File: src/rtl/vc_pkg.sv
package vc_pkg;
  typedef enum logic [2:0] {
    ST_IDLE,
    ST_LOOKUP,
    ST_SWAP,
    ST_WBACK,
    ST_FILL
  } vc_state_e;
endpackage

File: src/rtl/vc_main_array.sv
module vc_main_array #(
  parameter int SETS   = 16,
  parameter int TAG_W  = 10,
  parameter int LINE_W = 128,
  localparam int IDX_W = $clog2(SETS)
) (
  input  logic              clk_i,
  input  logic              rst_ni,
  input  logic [IDX_W-1:0]  rd_idx_i,
  output logic              rd_valid_o,
  output logic              rd_dirty_o,
  output logic [TAG_W-1:0]  rd_tag_o,
  output logic [LINE_W-1:0] rd_line_o,
  input  logic              wr_en_i,
  input  logic [IDX_W-1:0]  wr_idx_i,
  input  logic [TAG_W-1:0]  wr_tag_i,
  input  logic [LINE_W-1:0] wr_line_i,
  input  logic              wr_dirty_i
);
  logic [SETS-1:0]   valid_q;
  logic [SETS-1:0]   dirty_q;
  logic [TAG_W-1:0]  tag_q  [SETS];
  logic [LINE_W-1:0] line_q [SETS];

  always_ff @(posedge clk_i or negedge rst_ni) begin
    if (!rst_ni) begin
      valid_q <= '0;
      dirty_q <= '0;
    end else if (wr_en_i) begin
      valid_q[wr_idx_i] <= 1'b1;
      dirty_q[wr_idx_i] <= wr_dirty_i;
    end
  end

  always_ff @(posedge clk_i) begin
    if (wr_en_i) begin
      tag_q[wr_idx_i]  <= wr_tag_i;
      line_q[wr_idx_i] <= wr_line_i;
    end
  end

  assign rd_valid_o = valid_q[rd_idx_i];
  assign rd_dirty_o = dirty_q[rd_idx_i];
  assign rd_tag_o   = tag_q[rd_idx_i];
  assign rd_line_o  = line_q[rd_idx_i];
endmodule

File: src/rtl/vc_victim_buf.sv
module vc_victim_buf #(
  parameter int WAYS    = 4,
  parameter int LADDR_W = 14,
  parameter int LINE_W  = 128,
  localparam int WAY_W  = (WAYS > 1) ? $clog2(WAYS) : 1
) (
  input  logic               clk_i,
  input  logic               rst_ni,
  input  logic [LADDR_W-1:0] look_addr_i,
  output logic               hit_o,
  output logic [WAY_W-1:0]   hit_way_o,
  output logic               hit_dirty_o,
  output logic [LINE_W-1:0]  hit_line_o,
  output logic [WAY_W-1:0]   alloc_way_o,
  output logic               alloc_valid_o,
  output logic               alloc_dirty_o,
  output logic [LADDR_W-1:0] alloc_addr_o,
  output logic [LINE_W-1:0]  alloc_line_o,
  input  logic               wr_en_i,
  input  logic [WAY_W-1:0]   wr_way_i,
  input  logic               wr_valid_i,
  input  logic               wr_dirty_i,
  input  logic [LADDR_W-1:0] wr_addr_i,
  input  logic [LINE_W-1:0]  wr_line_i
);
  logic [WAYS-1:0]    valid_q;
  logic [WAYS-1:0]    dirty_q;
  logic [LADDR_W-1:0] addr_q [WAYS];
  logic [LINE_W-1:0]  line_q [WAYS];
  logic [WAY_W-1:0]   age_q  [WAYS];

  // associative search, lowest way wins
  always_comb begin
    hit_o     = 1'b0;
    hit_way_o = '0;
    for (int i = 0; i < WAYS; i++) begin
      if (!hit_o && valid_q[i] && addr_q[i] == look_addr_i) begin
        hit_o     = 1'b1;
        hit_way_o = WAY_W'(i);
      end
    end
  end

  // empty entry first, else oldest
  always_comb begin
    logic found;
    found       = 1'b0;
    alloc_way_o = '0;
    for (int i = 0; i < WAYS; i++) begin
      if (!found && !valid_q[i]) begin
        found       = 1'b1;
        alloc_way_o = WAY_W'(i);
      end
    end
    if (!found) begin
      for (int i = 0; i < WAYS; i++) begin
        if (age_q[i] == WAY_W'(WAYS - 1)) alloc_way_o = WAY_W'(i);
      end
    end
  end

  assign hit_dirty_o   = dirty_q[hit_way_o];
  assign hit_line_o    = line_q[hit_way_o];
  assign alloc_valid_o = valid_q[alloc_way_o];
  assign alloc_dirty_o = dirty_q[alloc_way_o];
  assign alloc_addr_o  = addr_q[alloc_way_o];
  assign alloc_line_o  = line_q[alloc_way_o];

  always_ff @(posedge clk_i or negedge rst_ni) begin
    if (!rst_ni) begin
      valid_q <= '0;
      dirty_q <= '0;
      for (int j = 0; j < WAYS; j++) age_q[j] <= WAY_W'(j);
    end else if (wr_en_i) begin
      valid_q[wr_way_i] <= wr_valid_i;
      dirty_q[wr_way_i] <= wr_dirty_i;
      for (int j = 0; j < WAYS; j++) begin
        if (WAY_W'(j) == wr_way_i)          age_q[j] <= '0;
        else if (age_q[j] < age_q[wr_way_i]) age_q[j] <= age_q[j] + 1'b1;
      end
    end
  end

  always_ff @(posedge clk_i) begin
    if (wr_en_i) begin
      addr_q[wr_way_i] <= wr_addr_i;
      line_q[wr_way_i] <= wr_line_i;
    end
  end
endmodule

File: src/rtl/victim_cache.sv
module victim_cache
  import vc_pkg::*;
#(
  parameter int DATA_W     = 32,
  parameter int ADDR_W     = 16,
  parameter int LINE_WORDS = 4,
  parameter int SETS       = 16,
  parameter int VB_WAYS    = 4,
  localparam int OFF_W     = $clog2(LINE_WORDS),
  localparam int IDX_W     = $clog2(SETS),
  localparam int TAG_W     = ADDR_W - OFF_W - IDX_W,
  localparam int LADDR_W   = ADDR_W - OFF_W,
  localparam int LINE_W    = DATA_W * LINE_WORDS,
  localparam int WAY_W     = (VB_WAYS > 1) ? $clog2(VB_WAYS) : 1
) (
  input  logic               clk_i,
  input  logic               rst_ni,
  input  logic               req_valid_i,
  input  logic               req_we_i,
  input  logic [ADDR_W-1:0]  req_addr_i,
  input  logic [DATA_W-1:0]  req_wdata_i,
  output logic               req_ready_o,
  output logic               resp_valid_o,
  output logic [DATA_W-1:0]  resp_rdata_o,
  output logic               stat_main_hit_o,
  output logic               stat_victim_hit_o,
  output logic               stat_miss_o,
  output logic               mem_req_o,
  output logic               mem_we_o,
  output logic [LADDR_W-1:0] mem_line_addr_o,
  output logic [LINE_W-1:0]  mem_wline_o,
  input  logic               mem_valid_i,
  input  logic [LINE_W-1:0]  mem_rline_i
);
  vc_state_e state_q, state_d;
  logic [ADDR_W-1:0] addr_q;
  logic              we_q;
  logic [DATA_W-1:0] wdata_q;
  logic              miss_q, miss_d;

  logic [OFF_W-1:0]   off;
  logic [IDX_W-1:0]   idx;
  logic [TAG_W-1:0]   tag;
  logic [LADDR_W-1:0] laddr;
  assign off   = addr_q[OFF_W-1:0];
  assign idx   = addr_q[OFF_W+:IDX_W];
  assign tag   = addr_q[ADDR_W-1-:TAG_W];
  assign laddr = addr_q[ADDR_W-1:OFF_W];

  logic              m_valid, m_dirty;
  logic [TAG_W-1:0]  m_tag;
  logic [LINE_W-1:0] m_line;
  logic              m_wr_en, m_wr_dirty;
  logic [LINE_W-1:0] m_wr_line;

  logic               v_hit, v_hit_dirty, v_alloc_valid, v_alloc_dirty;
  logic [WAY_W-1:0]   v_hit_way, v_alloc_way;
  logic [LINE_W-1:0]  v_hit_line, v_alloc_line;
  logic [LADDR_W-1:0] v_alloc_addr;
  logic               v_wr_en, v_wr_valid;
  logic [WAY_W-1:0]   v_wr_way;

  vc_main_array #(.SETS(SETS), .TAG_W(TAG_W), .LINE_W(LINE_W)) u_main (
    .clk_i, .rst_ni,
    .rd_idx_i   (idx),
    .rd_valid_o (m_valid),
    .rd_dirty_o (m_dirty),
    .rd_tag_o   (m_tag),
    .rd_line_o  (m_line),
    .wr_en_i    (m_wr_en),
    .wr_idx_i   (idx),
    .wr_tag_i   (tag),
    .wr_line_i  (m_wr_line),
    .wr_dirty_i (m_wr_dirty)
  );

  vc_victim_buf #(.WAYS(VB_WAYS), .LADDR_W(LADDR_W), .LINE_W(LINE_W)) u_vbuf (
    .clk_i, .rst_ni,
    .look_addr_i   (laddr),
    .hit_o         (v_hit),
    .hit_way_o     (v_hit_way),
    .hit_dirty_o   (v_hit_dirty),
    .hit_line_o    (v_hit_line),
    .alloc_way_o   (v_alloc_way),
    .alloc_valid_o (v_alloc_valid),
    .alloc_dirty_o (v_alloc_dirty),
    .alloc_addr_o  (v_alloc_addr),
    .alloc_line_o  (v_alloc_line),
    .wr_en_i       (v_wr_en),
    .wr_way_i      (v_wr_way),
    .wr_valid_i    (v_wr_valid),
    .wr_dirty_i    (m_dirty),
    .wr_addr_i     ({m_tag, idx}),
    .wr_line_i     (m_line)
  );

  logic main_hit;
  logic [LINE_W-1:0] src_line, merged_line;
  assign main_hit = m_valid && (m_tag == tag);
  assign src_line = (state_q == ST_SWAP) ? v_hit_line : m_line;

  always_comb begin
    merged_line = src_line;
    if (we_q) merged_line[off*DATA_W +: DATA_W] = wdata_q;
  end

  always_comb begin
    state_d           = state_q;
    miss_d            = miss_q;
    req_ready_o       = 1'b0;
    resp_valid_o      = 1'b0;
    stat_main_hit_o   = 1'b0;
    stat_victim_hit_o = 1'b0;
    stat_miss_o       = 1'b0;
    mem_req_o         = 1'b0;
    mem_we_o          = 1'b0;
    mem_line_addr_o   = laddr;
    mem_wline_o       = v_alloc_line;
    m_wr_en           = 1'b0;
    m_wr_line         = merged_line;
    m_wr_dirty        = 1'b1;
    v_wr_en           = 1'b0;
    v_wr_way          = v_alloc_way;
    v_wr_valid        = m_valid;
    unique case (state_q)
      ST_IDLE: begin
        req_ready_o = 1'b1;
        if (req_valid_i) state_d = ST_LOOKUP;
      end
      ST_LOOKUP: begin
        if (main_hit) begin
          resp_valid_o    = 1'b1;
          stat_main_hit_o = !miss_q;
          stat_miss_o     = miss_q;
          m_wr_en         = we_q;
          miss_d          = 1'b0;
          state_d         = ST_IDLE;
        end else if (v_hit) begin
          state_d = ST_SWAP;
        end else if (m_valid && v_alloc_valid && v_alloc_dirty) begin
          state_d = ST_WBACK;
        end else begin
          state_d = ST_FILL;
        end
      end
      ST_SWAP: begin
        resp_valid_o      = 1'b1;
        stat_victim_hit_o = 1'b1;
        m_wr_en           = 1'b1;
        m_wr_dirty        = v_hit_dirty | we_q;
        v_wr_en           = 1'b1;
        v_wr_way          = v_hit_way;
        state_d           = ST_IDLE;
      end
      ST_WBACK: begin
        mem_req_o       = 1'b1;
        mem_we_o        = 1'b1;
        mem_line_addr_o = v_alloc_addr;
        if (mem_valid_i) state_d = ST_FILL;
      end
      ST_FILL: begin
        mem_req_o = 1'b1;
        if (mem_valid_i) begin
          m_wr_en    = 1'b1;
          m_wr_line  = mem_rline_i;
          m_wr_dirty = 1'b0;
          v_wr_en    = m_valid;
          miss_d     = 1'b1;
          state_d    = ST_LOOKUP;
        end
      end
      default: state_d = ST_IDLE;
    endcase
  end

  assign resp_rdata_o = src_line[off*DATA_W +: DATA_W];

  always_ff @(posedge clk_i or negedge rst_ni) begin
    if (!rst_ni) begin
      state_q <= ST_IDLE;
      miss_q  <= 1'b0;
      addr_q  <= '0;
      we_q    <= 1'b0;
      wdata_q <= '0;
    end else begin
      state_q <= state_d;
      miss_q  <= miss_d;
      if (req_ready_o && req_valid_i) begin
        addr_q  <= req_addr_i;
        we_q    <= req_we_i;
        wdata_q <= req_wdata_i;
      end
    end
  end
endmodule

File: config.mk
export PLATFORM = sky130hd
export DESIGN_NAME = victim_cache
export DESIGN_NICKNAME = d
export VERILOG_FILES = /design/src/rtl/vc_pkg.sv /design/src/rtl/vc_main_array.sv /design/src/rtl/vc_victim_buf.sv /design/src/rtl/victim_cache.sv
export SDC_FILE = /design/constraint.sdc
export NUM_CORES = 2
export LEC_CHECK = 0
export BUFFER_PORTS_ARGS = -buffer_cell sky130_fd_sc_hd__buf_2
export CORE_MARGIN = 1
export CORE_UTILIZATION = 34
export DETAILED_ROUTE_END_ITERATION = 10
export PLACE_DENSITY_LB_ADDON = 0.25
export SLEW_MARGIN = 20
export SYNTH_ARGS = -nofsm -noshare
export SYNTH_HDL_FRONTEND = slang
export SYNTH_HIERARCHICAL = 1
export SYNTH_SLANG_ARGS = --single-unit
export TNS_END_PERCENT = 5
File: constraint.sdc
create_clock -name clk_i -period 19.5 [get_ports clk_i]
set_clock_uncertainty 0.2 [all_clocks]
set_input_delay 2.925 -clock clk_i [delete_from_list [all_inputs] [get_ports clk_i]]
set_output_delay 2.925 -clock clk_i [all_outputs]
set_load 0.03 [all_outputs]
; Word level (Yosys, flattened, before mapping)
; Memories as Yosys holds them, arrays and structs flattened.
; Index checks and enable logic that the tools add are counted.
[word_totals]
input_bits = 181
elab_cells = 183
ramBits = 2776
romBits = 0
mem_count = 4
out_inout_bits = 181
register_bits = 101
latchBits = 0
[mem_list]
columns = name, words, width, read_ports, rd_clocked_by_memory_dff, wr, line_no
row1 = u_main.line_q, 16, 128, 1, 0, 1, vc_main_array.sv:23  ; logic [LINE_W-1:0] line_q [SETS];
row2 = u_vbuf.line_q, 4, 128, 2, 0, 1, vc_victim_buf.sv:29  ; logic [LINE_W-1:0] line_q [WAYS];
row3 = u_main.tag_q, 16, 10, 1, 0, 1, vc_main_array.sv:22  ; logic [TAG_W-1:0] tag_q [SETS];
row4 = u_vbuf.addr_q, 4, 14, 5, 0, 1, vc_victim_buf.sv:28  ; logic [LADDR_W-1:0] addr_q [WAYS];
[classes]
div = 0
eq_ne = 20
shifts = 3
reduce_logical = 39
add_sub_neg = 5
n_mux = 85
order_cmp = 11
multipliers = 0
n_bitwise = 3
[op_table]
columns = op, n
row1 = $mux 128, 4
row2 = $bwmux 128, 1
row3 = $shift 32x34->128 const A, 1
row4 = $shiftx 128x8->32, 1
row5 = $shiftx 32x34->128, 1
row6 = $eq 14x14->1, 4
row7 = $mux 2, 20
row8 = $mux 1, 36
row9 = $neg 7->34, 1
row10 = $mux 3, 6
row11 = $bwmux 16, 1
row12 = $logic_and 1x1->1, 16
row13 = $or 16x16->16, 1
row14 = $mux 14, 1
row15 = $pmux 3 s4, 1
row16 = $eq 10x10->1, 1
row17 = $reduce_bool 2->1, 5
row18 = $logic_not 1->1, 9
row19 = $lt 2x3->1 const B, 3
row20 = $add 2x1->2 const B, 4
row21 = $bmux 1 s4, 2
row22 = $bwmux 4, 2
row23 = $eq 2x2->1 const B, 4
row24 = $lt 2x2->1, 4
row25 = other kinds (23), 37

; Longest topological paths before layout
; An unclocked memory read counts as a cell.
[logic_depth]
word_depth = 24
ltp_mapped = 19
ltp_nobuf = 15

; Cells and area by module
; Netlist, hierarchy kept.
[by_module_without_submodules]
columns = mod, cells_per_inst, seq_area_each_um2, instances, area_per_inst_um2
row1 = vc_main_array, 3638, 67104.4, 1, 84198.3
row2 = vc_victim_buf, 1390, 17461.7, 1, 26776.9
row3 = victim_cache, 839, 1326.3, 1, 7359.6

; Worst setup path after synthesis
; Ideal clock, no wire load.
[synth_path]
kind = in2reg
start = in mem_valid_i
end = reg u_main.dirty_q[12]
t_required_ns = 19.187
path_stages = 7
path_slack_ns = 4.778
arrival_time_ns = 14.408
n_path_buf = 2
setup_ns = 0.113
path_cell_list = and3_1 clkbuf_1 buf_2 a311o_1 nand3_1 nor3_1 mux2_2
[synth_between]
word_cells_on_any_way = 5
classes_between = mux (5)
[synth_lines]
columns = item, line_no
row1 = start: declaration, victim_cache.sv:32  ; input logic mem_valid_i,
row2 = $mux 1, victim_cache.sv:163  ; if (mem_valid_i) begin
row3 = $pmux 1 s3, victim_cache.sv:125  ; unique case (state_q)
row4 = via m_wr_en, victim_cache.sv:53  ; logic m_wr_en, m_wr_dirty;
row5 = end signal: indexed assignment, vc_main_array.sv:31  ; dirty_q[wr_idx_i] <= wr_dirty_i;
row6 = end: declaration, vc_main_array.sv:21  ; logic [SETS-1:0] dirty_q;
; The timed path passes the listed nets, and every way through them passes these cells.
; A chain may end at the register's enable or synchronous reset.

; Worst setup path in the final report
[layout_path]
start = reg addr_q[2]
end = out resp_rdata_o[23]
[layout_between]
word_cells_on_any_way = 24
classes_between = eq/ne (4) / shift (1) / mux (7) / reduce/logical (10) / memory (2)
[layout_lines]
columns = item, line_no
row1 = start: declaration, victim_cache.sv:36  ; logic [ADDR_W-1:0] addr_q;
row2 = start signal: assignment, victim_cache.sv:189  ; addr_q <= req_addr_i;
row3 = $mem_v2 16x128, -
row4 = via m_line[23], victim_cache.sv:52  ; logic [LINE_W-1:0] m_line;
row5 = $mux 128, victim_cache.sv:100  ; assign src_line = (state_q == ST_SWAP) ? v_hit_line : m_line;
row6 = $shiftx 128x8->32, victim_cache.sv:176  ; assign resp_rdata_o = src_line[off*DATA_W +: DATA_W];
row7 = end: declaration, victim_cache.sv:24  ; output logic [DATA_W-1:0] resp_rdata_o,
; The timed path passes the listed nets, and every way through them passes these cells.

==> summary.md <==
| Metric | Value |
|---|---|
| Gr usage total | 23.5% |
| FILL cells | between 30000 and 40000 |
| Lkg Pwr | 0.0430 uW |
| Final wirelength | ~420000 microns |
| Most frequent cells in the layout | 2776 x edfxtp_1, 664 x mux4_2, 532 x mux2i_1, 360 x buf_2, 318 x clkbuf_16 |
| Mapped cell area | 118000 sq um |
| Nets | 6535 |
| Number of synthesis warnings | 6 |
| Root Buffer | clkbuf_16 |
| Final Non-Filler Cells | 11200 |
| Seq/Total Area, Yosys | 72.6% |
| Placeable Area | 346000 sq um |
| Vias in the first global route | 64200 |
| DRT iter0 DRCs | 8650 |
| Die area | 350000 sq um |
| Relative slew slack | 16.1% |
| ANT nets after route | 0 |
| Slew @ Worst Pin | ~1.3 ns |
| H-Tree Depth | 5 |
| Setup Crit Path Kind | flop to output port |
| First-pass GRT wire length | ~560000 microns |
| Most common cell after layout, fill and taps aside | edfxtp_1 |
| Hpwl dp | between 200000 and 300000 microns |
| Total grt overflow | 0 |
| Flip-flop and latch area | 85900 sq um |
| Gate Count Post-Synth | 5867 |
| Flops & latches, synth | 2877 |
| Post-layout util | between 30% and 40% |
| Largest net degree at the start of global routing | between 90 and 100 |
| CP max FO | 45 |
| Worst hold-check path type | flop to flop |
| Detailed Routing Iterations Pass 1 | 6 |
| Chip Width | 592 microns |
| Clock-pin slew on the worst setup and hold paths | 0.06 ns |
| Pwr Density | 179 nW/um^2 |
| Status | finished clean |
| TritonCTS Sinks | 2877 |
| Final worst path period share | 54.4% |
| Remaining routing DRC violations | 0 |
| Maximum clock path buffer count | 4 |
| CP max stage cell | dfrtp_4 |
| Most used DFF post-synth | edfxtp_1 |
| Max incr delay on CP | 1.03 ns |
| PortBufs | 361 |
| Most frequent cell on the critical path | buf_4 |
| Final min period | 10.60 ns |
| Initial antenna violation count | 65 |
| Syn nets | 6061 |
| CP bufs+invs | 5 |
| Die Ht | just under 600 microns |
| Crit path DAT | 7.48 ns |
| Top Family by Delay on Critical Path | buffers and inverters |
| CTS tree | yes |
| Final hold violations | 0 |
| WL per Instance | approximately 37 microns |
| Cell Chain, Critical Path | buf_4 > buf_4 > buf_4 > buf_4 > mux4_2 > a22oi_1 > nand2_1 > mux2_1 > mux4_2 > buf_2 |
| Post-synth EDFFs | 2776 |
| Fmax | 0.0943 GHz |
| Cts hold-fix bufs | 0 |
| Io pins | 362 |
| CTS resizes | 0 |
| CP Data Required Time | ~16 ns |
| CP Launch Type | flop |
| Cell variety after synth | 59 |
| Vias post-DR | 65200 |
| Final GP Congestion | about 0.84 |
| Syn_area_per_cell | 20.2 sq um |
| Worst skew pair latency | 0.88 ns |
| Ys async rst share | 3.51% |
| CTS Buf Count | 309 |
| CP endpoint kind | output port |
| Layout cells sized above 1 | 28.7% |
| Combined area of the multi-input logic cells | 30400 sq um |
| Setup-failing EPs final | 0 |
| Starting Density | 34.2% |
| Setup tns final | 0 ns |
| Final Slew Violations | 0 |
| IR drop worst, VDD | 101 uV |
| Syn-to-layout area delta | 14.2% |
| RSZ-0062 raised after global routing | false |
| Rows | 216 |
| Placed Cells | 10600 |
| Setup Fix Bufs, Post-CTS | 0 |
| Max Cap Viol | 0 |
| DR vias/cell | 5.82 |
-- path summary, 6_finish.rpt --
path | from | slack [ns] | to | cells past startpoint
min in group asynchronous | rst_ni | 1.93 | addr_q[14] | 1
max in group asynchronous | rst_ni | 15.66 | wdata_q[10] | 2
worst min-delay path | u_main/valid_q[10] | 0.27 | u_main/valid_q[10] | 1
worst min register to register | u_main/valid_q[10] | 0.27 | u_main/valid_q[10] | 1
worst max-delay path | addr_q[2] | 8.90 | resp_rdata_o[23] | 10
worst max register to register | addr_q[4] | 10.32 | u_main/line_q[0][63] | 15
-- sequential cells by signal, summed over array words and instances (netlist names), 8 cells and up --
| name | cells |
|---|---|
| u_main/valid_q | 16 |
| u_main/line_q | 2048 |
| u_main/dirty_q | 16 |
| addr_q | 16 |
| u_vbuf/age_q | 8 |
| u_vbuf/addr_q | 56 |
| u_main/tag_q | 160 |
| wdata_q | 32 |
| u_vbuf/line_q | 512 |
-- per-layer routing --
layer | up-vias | GRT usage (%) | wire, microns
met5 | - | 0 | 51
met4 | 8 | 10.1 | 19400
met3 | 604 | 4.73 | 36600
met2 | 3323 | 35.9 | 190000
met1 | 35800 | 32.5 | 171000
li1 | 25400 | - | -
-- cells by family (layout without fill, tap and decap cells) --
group	count (synthesis)	after routing	share of synthesized area [%]
mux	1399	1399	19.2
buf+inv	385	1091	2.04
other cells	0	48	0
flops	2877	2877	72.6
compound gates	479	479	3.08
simple gates	648	648	2.39
fa+ha+maj	13	13	0.137
xor+xnor	66	66	0.533
-- area by class of cell --
type                       count  share of cell area (%)
antenna                       48                  0.0889
clock buffer                 393                    6.15
clock inverter               150                    1.02
inverter                      14                  0.0611
multi-input combinational   2605                    22.5
sequential                  2877                    63.6
tap                         4578                    4.24
timing repair buffer         534                    2.40
-- synth_stat cells (3+ instances only) --
cell type | count | area, sq um
clkbuf_4 | 3 | 22.5
o21ai_1 | 6 | 30.0
buf_2 | 132 | 661
a21oi_1 | 5 | 25.0
o22ai_1 | 74 | 463
a22oi_1 | 247 | 1850
inv_1 | 11 | 41.3
nand3_1 | 52 | 260
nand2_1 | 172 | 646
o21ai_0 | 6 | 30.0
dfstp_2 | 4 | 105
nor4_1 | 6 | 37.5
mux2_1 | 37 | 417
ha_1 | 13 | 163
and2_1 | 4 | 25.0
buf_6 | 39 | 439
nand3b_1 | 7 | 52.6
nand2b_1 | 10 | 62.6
mux4_2 | 664 | 15000
nand4_1 | 26 | 163
buf_4 | 43 | 323
buf_1 | 23 | 86.3
nor2b_1 | 11 | 68.8
mux2i_1 | 532 | 5330
nor3_1 | 6 | 30.0
dfrtp_1 | 97 | 2430
mux2_4 | 54 | 811
clkbuf_1 | 108 | 405
a221oi_1 | 128 | 1120
inv_2 | 3 | 11.3
xnor2_1 | 59 | 517
nor2_2 | 3 | 18.8
or2_2 | 18 | 113
nor2_1 | 315 | 1180
or4_1 | 3 | 22.5
buf_12 | 16 | 320
mux2_2 | 112 | 1260
xnor2_2 | 7 | 114
a21o_1 | 3 | 22.5
nor3b_1 | 3 | 22.5
buf_8 | 7 | 105
edfxtp_1 | 2776 | 83400
-- power breakdown --
group	internal, uW	switching (uW)
sequential	9130	447
combinational	2550	6400
clock	3300	2420
total	15000	9270
-- through the flow --
| stage | total power (uW) | setup slack, ns | hold slack, ns | area, sq um |
|---|---|---|---|---|
| final | 24300 | 8.90 | 0.272 | 135000 |
| after global routing | 25000 | 8.36 | 0.278 | 135000 |
| after CTS | 24300 | 8.57 | 0.270 | 135000 |
| after detailed placement | 18600 | 9.53 | 0.254 | 125000 |
| after global placement | 18400 | 9.54 | 0.246 | 125000 |
| after floorplan | 14600 | 4.78 | 0.234 | 118000 |
-- worst reg2reg max path, cell delays in order (launching register included) --
cell     delay (ns)
dfrtp_4        0.86
buf_4          0.88
buf_4          0.63
nor2_4         0.27
buf_4          0.47
a22oi_1        0.30
nand3_1        0.11
nand2_1        0.21
xnor2_1        0.16
nand4_1        0.21
nor3_1         0.90
a311o_1        0.38
or3b_1         0.55
nor3_4         0.88
buf_4          0.88
buf_12         0.70
Power figures use the tool's default switching activity.
